$ cat src/rtl/srw_pkg.sv
package srw_pkg;
  localparam int RATIO_W = 11;
  localparam int NCLS    = 8;

  typedef struct packed {
    logic       ok;
    logic       fam;
    logic [1:0] spd;
  } rate_cls_t;

  // nominal count of local cycles for NPER periods of class idx
  function automatic longint exp_count(longint clk_hz, longint nper, int idx);
    longint rate;
    rate = ((idx >= 4) ? 64'd48000 : 64'd44100) << (idx & 3);
    return (nper * clk_hz) / rate;
  endfunction
endpackage

$ cat src/rtl/srw_sync.sv
module srw_sync #(
  parameter int W      = 1,
  parameter int STAGES = 2
) (
  input  logic         clk,
  input  logic         rst_n,
  input  logic [W-1:0] d_i,
  output logic [W-1:0] q_o
);
  logic [W-1:0] chain_q [STAGES];

  always_ff @(posedge clk) begin
    if (!rst_n) begin
      for (int s = 0; s < STAGES; s++) chain_q[s] <= '0;
    end else begin
      chain_q[0] <= d_i;
      for (int s = 1; s < STAGES; s++) chain_q[s] <= chain_q[s-1];
    end
  end

  assign q_o = chain_q[STAGES-1];
endmodule

$ cat src/rtl/srw_meter.sv
module srw_meter
  import srw_pkg::*;
#(
  parameter longint CLK_HZ  = 24_576_000,
  parameter int     NPER    = 4,
  parameter int     TOL_PCT = 2
) (
  input  logic      clk,
  input  logic      rst_n,
  input  logic      edge_i,
  output logic      done_o,
  output rate_cls_t cls_o
);
  localparam longint SLOW = exp_count(CLK_HZ, longint'(NPER), 0);
  localparam longint CMAX = SLOW + (SLOW * TOL_PCT) / 100 + 1;
  localparam int     CW   = $clog2(CMAX + 1);
  localparam int     EW   = (NPER > 1) ? $clog2(NPER) : 1;

  logic [CW-1:0]   cnt_q;
  logic [EW-1:0]   ecnt_q;
  logic [NCLS-1:0] hit;
  rate_cls_t       enc;

  for (genvar g = 0; g < NCLS; g++) begin : g_win
    localparam longint EXP = exp_count(CLK_HZ, longint'(NPER), g);
    localparam longint LO  = EXP - (EXP * TOL_PCT) / 100;
    localparam longint HI  = EXP + (EXP * TOL_PCT) / 100;
    assign hit[g] = (cnt_q >= CW'(LO)) && (cnt_q <= CW'(HI));
  end

  always_comb begin
    enc = '0;
    for (int i = 0; i < NCLS; i++)
      if (hit[i]) enc = rate_cls_t'({1'b1, 3'(i)});
  end

  always_ff @(posedge clk) begin
    if (!rst_n) begin
      cnt_q  <= '0;
      ecnt_q <= '0;
      done_o <= 1'b0;
      cls_o  <= '0;
    end else begin
      done_o <= 1'b0;
      if (edge_i) begin
        if (ecnt_q == EW'(NPER - 1)) begin
          done_o <= 1'b1;
          cls_o  <= enc;
          cnt_q  <= CW'(1);
          ecnt_q <= '0;
        end else begin
          ecnt_q <= ecnt_q + 1'b1;
          cnt_q  <= cnt_q + 1'b1;
        end
      end else if (cnt_q == CW'(CMAX)) begin
        done_o <= 1'b1;
        cls_o  <= '0;
        cnt_q  <= CW'(1);
        ecnt_q <= '0;
      end else begin
        cnt_q <= cnt_q + 1'b1;
      end
    end
  end

  // the tolerance windows never overlap, so at most one class matches
  a_r1_one_window: assert property (@(posedge clk) disable iff (!rst_n)
    $onehot0(hit));

  // a timeout restarts the window and reports an invalid class
  a_r11_timeout_invalid: assert property (@(posedge clk) disable iff (!rst_n)
    (!edge_i && cnt_q == CW'(CMAX)) |=> (done_o && !cls_o.ok));
endmodule

$ cat src/rtl/srw_ctrl.sv
module srw_ctrl
  import srw_pkg::*;
(
  input  logic      clk,
  input  logic      rst_n,
  input  logic      meas_done_i,
  input  rate_cls_t meas_cls_i,
  input  logic      dsd_s_i,
  input  logic      ack_i,
  output rate_cls_t stable_o,
  output logic      dsd_o,
  output logic      pend_o
);
  rate_cls_t last_q;
  logic      have_last_q;
  logic      rate_evt, dsd_evt;

  assign rate_evt = meas_done_i && have_last_q &&
                    (meas_cls_i == last_q) && (meas_cls_i != stable_o);
  assign dsd_evt  = (dsd_s_i != dsd_o);

  always_ff @(posedge clk) begin
    if (!rst_n) begin
      last_q      <= '0;
      have_last_q <= 1'b0;
      stable_o    <= '0;
      dsd_o       <= 1'b0;
      pend_o      <= 1'b0;
    end else begin
      if (meas_done_i) begin
        last_q      <= meas_cls_i;
        have_last_q <= 1'b1;
      end
      if (rate_evt) stable_o <= meas_cls_i;
      dsd_o <= dsd_s_i;
      if (rate_evt || dsd_evt) pend_o <= 1'b1;
      else if (ack_i)          pend_o <= 1'b0;
    end
  end

  // the adopted class moves only on a second matching measurement
  a_r2_two_match: assert property (@(posedge clk) disable iff (!rst_n)
    (stable_o != $past(stable_o)) |->
      ($past(meas_done_i) && $past(have_last_q) && ($past(meas_cls_i) == $past(last_q))));

  // a pending request only starts from a change event
  a_r3_rise_on_event: assert property (@(posedge clk) disable iff (!rst_n)
    $rose(pend_o) |-> $past(rate_evt || dsd_evt));

  // the reported format flag changes only together with an event
  a_r4_dsd_event: assert property (@(posedge clk) disable iff (!rst_n)
    (dsd_o != $past(dsd_o)) |-> pend_o);

  // release only after an acknowledge
  a_r5_release_on_ack: assert property (@(posedge clk) disable iff (!rst_n)
    $fell(pend_o) |-> $past(ack_i));

  // an event beats a simultaneous acknowledge
  a_r6_event_wins: assert property (@(posedge clk) disable iff (!rst_n)
    (ack_i && (rate_evt || dsd_evt)) |=> pend_o);
endmodule

$ cat src/rtl/srw_ratio.sv
module srw_ratio
  import srw_pkg::*;
(
  input  logic               ok_i,
  input  logic [1:0]         spd_i,
  input  logic [1:0]         osc_i,
  output logic [RATIO_W-1:0] ratio_o,
  output logic               unsup_o
);
  logic [1:0] eff;
  logic [2:0] top_spd;

  always_comb begin
    eff     = (osc_i == 2'd3) ? 2'd2 : osc_i;
    top_spd = {1'b0, eff} + 3'd1;
    unsup_o = ok_i && ({1'b0, spd_i} > top_spd);
    if (ok_i && !unsup_o)
      ratio_o = (RATIO_W'(256) << eff) >> spd_i;
    else
      ratio_o = '0;
  end

  // an unsupported rate never carries a ratio
  always_comb begin
    a_r9_unsup_zero: assert (!(unsup_o && ratio_o != '0));
    a_r7_one_ratio:  assert ($onehot0(ratio_o));
  end
endmodule

$ cat src/rtl/srate_watch.sv
module srate_watch
  import srw_pkg::*;
#(
  parameter longint CLK_HZ  = 24_576_000,
  parameter int     NPER    = 4,
  parameter int     TOL_PCT = 2
) (
  input  logic               clk,
  input  logic               rst_n,
  input  logic               wclk_i,
  input  logic               dsd_i,
  input  logic [1:0]         osc_class_i,
  input  logic               ack_i,
  output logic               mute_o,
  output logic               wake_n_o,
  output logic               dsd_o,
  output logic               rate_ok_o,
  output logic [2:0]         rate_code_o,
  output logic               fam_sel_o,
  output logic [RATIO_W-1:0] ratio_o,
  output logic               unsup_o
);
  logic [1:0] synced;
  logic       wclk_prev_q, wedge;
  logic       meas_done, pend;
  rate_cls_t  meas_cls, stable;

  srw_sync #(.W(2), .STAGES(2)) u_sync (
    .clk(clk), .rst_n(rst_n), .d_i({dsd_i, wclk_i}), .q_o(synced)
  );

  always_ff @(posedge clk) begin
    if (!rst_n) wclk_prev_q <= 1'b0;
    else        wclk_prev_q <= synced[0];
  end
  assign wedge = synced[0] && !wclk_prev_q;

  srw_meter #(.CLK_HZ(CLK_HZ), .NPER(NPER), .TOL_PCT(TOL_PCT)) u_meter (
    .clk(clk), .rst_n(rst_n), .edge_i(wedge), .done_o(meas_done), .cls_o(meas_cls)
  );

  srw_ctrl u_ctrl (
    .clk(clk), .rst_n(rst_n), .meas_done_i(meas_done), .meas_cls_i(meas_cls),
    .dsd_s_i(synced[1]), .ack_i(ack_i), .stable_o(stable), .dsd_o(dsd_o), .pend_o(pend)
  );

  srw_ratio u_ratio (
    .ok_i(stable.ok), .spd_i(stable.spd), .osc_i(osc_class_i),
    .ratio_o(ratio_o), .unsup_o(unsup_o)
  );

  assign mute_o      = pend;
  assign wake_n_o    = !pend;
  assign rate_ok_o   = stable.ok;
  assign rate_code_o = {stable.fam, stable.spd};
  assign fam_sel_o   = stable.fam;

  // oscillator select always tracks the reported family
  a_r10_fam_sel: assert property (@(posedge clk) disable iff (!rst_n)
    fam_sel_o == rate_code_o[2]);
endmodule

$ cat config.mk
export PLATFORM = sky130hd
export DESIGN_NAME = srate_watch
export DESIGN_NICKNAME = d
export VERILOG_FILES = /design/src/rtl/srw_pkg.sv /design/src/rtl/srw_sync.sv /design/src/rtl/srw_meter.sv /design/src/rtl/srw_ctrl.sv /design/src/rtl/srw_ratio.sv /design/src/rtl/srate_watch.sv
export SDC_FILE = /design/constraint.sdc
export NUM_CORES = 1
export LEC_CHECK = 0
export CAP_MARGIN = 15
export CORE_ASPECT_RATIO = 0.75
export CORE_UTILIZATION = 55
export DETAILED_ROUTE_END_ITERATION = 8
export PLACE_DENSITY = 0.77
export SYNTH_ARGS = -nofsm -noshare
export SYNTH_HDL_FRONTEND = slang
export SYNTH_SLANG_ARGS = --single-unit
$ cat constraint.sdc
create_clock -name clk -period 4.3 [get_ports clk]
set_input_delay 1.29 -clock clk [delete_from_list [all_inputs] [get_ports clk]]
set_output_delay 1.29 -clock clk [all_outputs]
set_load 0.005 [all_outputs]
==> impl_results.md <==
- Int Power: 532 uW
- Leakage power: 0.000917 uW
- Maximum vdd drop: 0.000248 V
- Cell count of the worst reg-to-reg path: 7
- Slew @ Worst Pin: 666 ps
- Logic pwr share: 7.8%
- Seq cells post-synth: 35
- Crit Path Max Fanout: 7
- Largest family of logic cells by synthesized area: simple AND/OR/NAND/NOR gates
- Synth area leaders: dfxtp_1, nor2_1, xnor2_1, ha_1, nor2b_1
- Status: completed
- PD cells: 282 nW/um^2
- Final Cycle Share: 97.9%
- Max Freq: 0.238 GHz
- Commonest cells after routing, fill and taps aside: dfxtp_1, nor2_1, nor2b_1
- Num CTS Buffers: 5
- Area grow syn2layout: 16.4%
- Die height: 56 um
- Syn Inst Count: 255
- Pin count of the biggest net entering global routing: 25
- Hold crit path type: flip-flop to flip-flop
- ANT cells: 0
- Die X: 74 um
- Core Region: 3680 sq um
- Max-cap violations: 0
- First-pass GRT wire length: 7620 um
- Reg clk slew, reported paths: 80 ps
- Tmin final: 4210 ps
- Unrepaired setup endpoints after global routing: no
- Initial core utilization: 58.0%
- Sw frac: 24.1%
- Layout cells sized above 1: 12.1%
- Fin. max-slew vios: 0
- Hold_sp: u_sync.chain_q[0][0]$_SDFF_PN0_
- Hpwl dp: 3140 um
- Post-synth EDFFs: 0
- Tot Pwr: 701 uW
- Register share of total power: 48.4%
- Drt via density: 5.76
- Synth Area in XOR/XNOR: 7.37%
- Worst reg-to-reg setup slack: 2110 ps
- Fin nets: 286
- PortBufs: 21
- Drt first pass iters: 4
- Total grt overflow: 0
- Most used DFF post-synth: dfxtp_1
- Finished Core Util: 67.5%
- Kind of critical path: primary input to output pin
- Clock Power Share: 43.8%
- Post-route DRC: 0
- Synth top area share: 32.8%
- H-tree levels: 2
- Min-Delay Endpoint: u_sync.chain_q[0][2]$_SDFF_PN0_
- Adder-cell share of the synthesized area: 4.68%
- Via count: 1866
- Most common cell after layout, fill and taps aside: dfxtp_1
- Routed WL per cell: 14.0 um
- Simple-gate portion of the synthesized area: 27.0%
- Final setup viols: 0
- Mux contribution to synthesized area: 3.74%
- Total wire length: 4550 um
- Worst flop-to-flop path endpoint: u_meter.cls_o[3]$_SDFFE_PN0P_
- Switching power: 169 uW
- Clk_skew: 9.65 ps
- Asr flop ratio synth: 0%
- Sum Neg Setup Slack: 0 ps
- Cell area after layout: 2490 sq um
- Root Driver: clkbuf_8
- Area leader, netlist: dfxtp_1
- Die area: 4140 sq um
- Num rows: 19
- CTS tree: done
- Fin. Hold Viols: 0
- Initial drt markers: 158
- Worst setup SP type: primary input
- Clk sink count: 35
- All-Layer GR Usage: 24.1%
- Vias in the first global route: 1598
- Synthesized area: 2140 sq um
- Worst-skew pair later-pin latency: 300 ps
- I/O pin total: 27
- Initial antenna violation count: 0
- Cells on Worst Hold Path: 1
- CP Capture Type: output pin
- Dpl cell area: 2330 sq um
- Gp weighted congestion: 0.923
- FF-to-FF Start: u_meter.cnt_q[1]$_SDFF_PN0_
- Clock Path Buffers: 2
- Compound-Gate Fraction of Synth Area: 16.0%
- Sequential fraction of the synthesis area: 32.8%
- Post-detailed-route count of antenna-violating nets: 0
- Syn avg cell area: 8.39 sq um
- Yosys warning count: 0
- Slew HR: 55.5%
- Unique masters post-synth: 53
- Required @ worst endpoint: 3010 ps
- Arrival time worst endpoint: 2920 ps
state kept, by name, indices dropped and copies added, names as in the netlist:
register and count:
u_ctrl.have_last_q 1, u_meter.done_o 1, u_meter.cls_o 4, u_sync.chain_q 4
u_ctrl.dsd_o 1, u_meter.ecnt_q 2, u_ctrl.stable_o 4, wclk_prev_q 1
u_ctrl.last_q 4, u_ctrl.pend_o 1, u_meter.cnt_q 12
cell families (layout without fill, tap and decap cells):
group | after synthesis | after routing
simple gates | 103 | 103
compound gates | 46 | 46
buf+inv | 36 | 49
flops | 35 | 35
xor+xnor | 18 | 18
fa+ha+maj | 8 | 8
mux | 8 | 8
other cells | 1 | 5
metrics by stage:
step | hold WS [ps] | cells | worst slack [ps]
after floorplan | 412 | 259 | 298
after global placement | 413 | 313 | -398
after detailed placement | 426 | 313 | -435
after CTS | 455 | 323 | 42.3
after global routing | 466 | 324 | 2.43
final | 450 | 324 | 92.4
per-layer routing:
layer | up-vias | GRT usage [%] | routed length, um
li1 | 924 | - | -
met1 | 870 | 36.2 | 2260
met2 | 68 | 32.7 | 1970
met3 | 4 | 5.98 | 279
met4 | 0 | 8.52 | 42
met5 | - | 0 | 0
worst max path at each step:
stage / startpoint / end / cells after the start
4_1_cts: osc_class_i[1] / ratio_o[8] / 11
6_report: osc_class_i[1] / ratio_o[9] / 10
3_5_place_dp: osc_class_i[1] / ratio_o[5] / 9
5_1_grt: osc_class_i[1] / ratio_o[9] / 10
3_3_place_gp: osc_class_i[1] / ratio_o[5] / 9
2_1_floorplan: osc_class_i[1] / ratio_o[10] / 7
synthesized netlist by cell type, drive strengths merged, types with 8 or more instances:
| master | count |
|---|---|
| dfxtp | 35 |
| nor2 | 28 |
| buf | 15 |
| nor2b | 14 |
| inv | 12 |
| xnor2 | 12 |
| nand2 | 10 |
| and2 | 9 |
| clkbuf | 9 |
| nor3 | 9 |
| a21oi | 8 |
| ha | 8 |
| mux2i | 8 |
final cells by class:
| cell class | instances | area [sq um] |
|---|---|---|
| clock buffer | 5 | 68.8 |
| multi-input combinational | 188 | 1310 |
| fill | 313 | 1200 |
| tap | 52 | 65.1 |
| inverter | 12 | 45.0 |
| timing repair buffer | 29 | 254 |
| clock inverter | 3 | 47.5 |
| sequential | 35 | 701 |
repair_timing:
action                     in CTS  in global routing
pin swaps                       2                  2
hold buffers                    0                  0
gates resized for setup        18                 13
setup endpoints to repair       7                  6
cloned                          0                  0
buffers inserted                2                  1
power by group through the flow:
| stage | clock [uW] | sequential (uW) | combinational, uW |
|---|---|---|---|
| after floorplan | 0 | 342 | 39.9 |
| after global placement | 0 | 346 | 50.2 |
| after detailed placement | 0 | 346 | 51.2 |
| after CTS | 313 | 339 | 52.8 |
| after global routing | 322 | 340 | 60.7 |
| final | 307 | 339 | 54.8 |
worst max-delay path, cell delays in order:
cell and delay (ps):
dlygate4sd2_1 260, buf_6 140, nand2b_1 160, ha_1 280, nand2_1 60, o21ai_2 60, nand2_1 90, buf_4 160
nor4_2 200, clkdlybuf4s15_1 230
No activity file was read; power rests on OpenSTA's default activity.
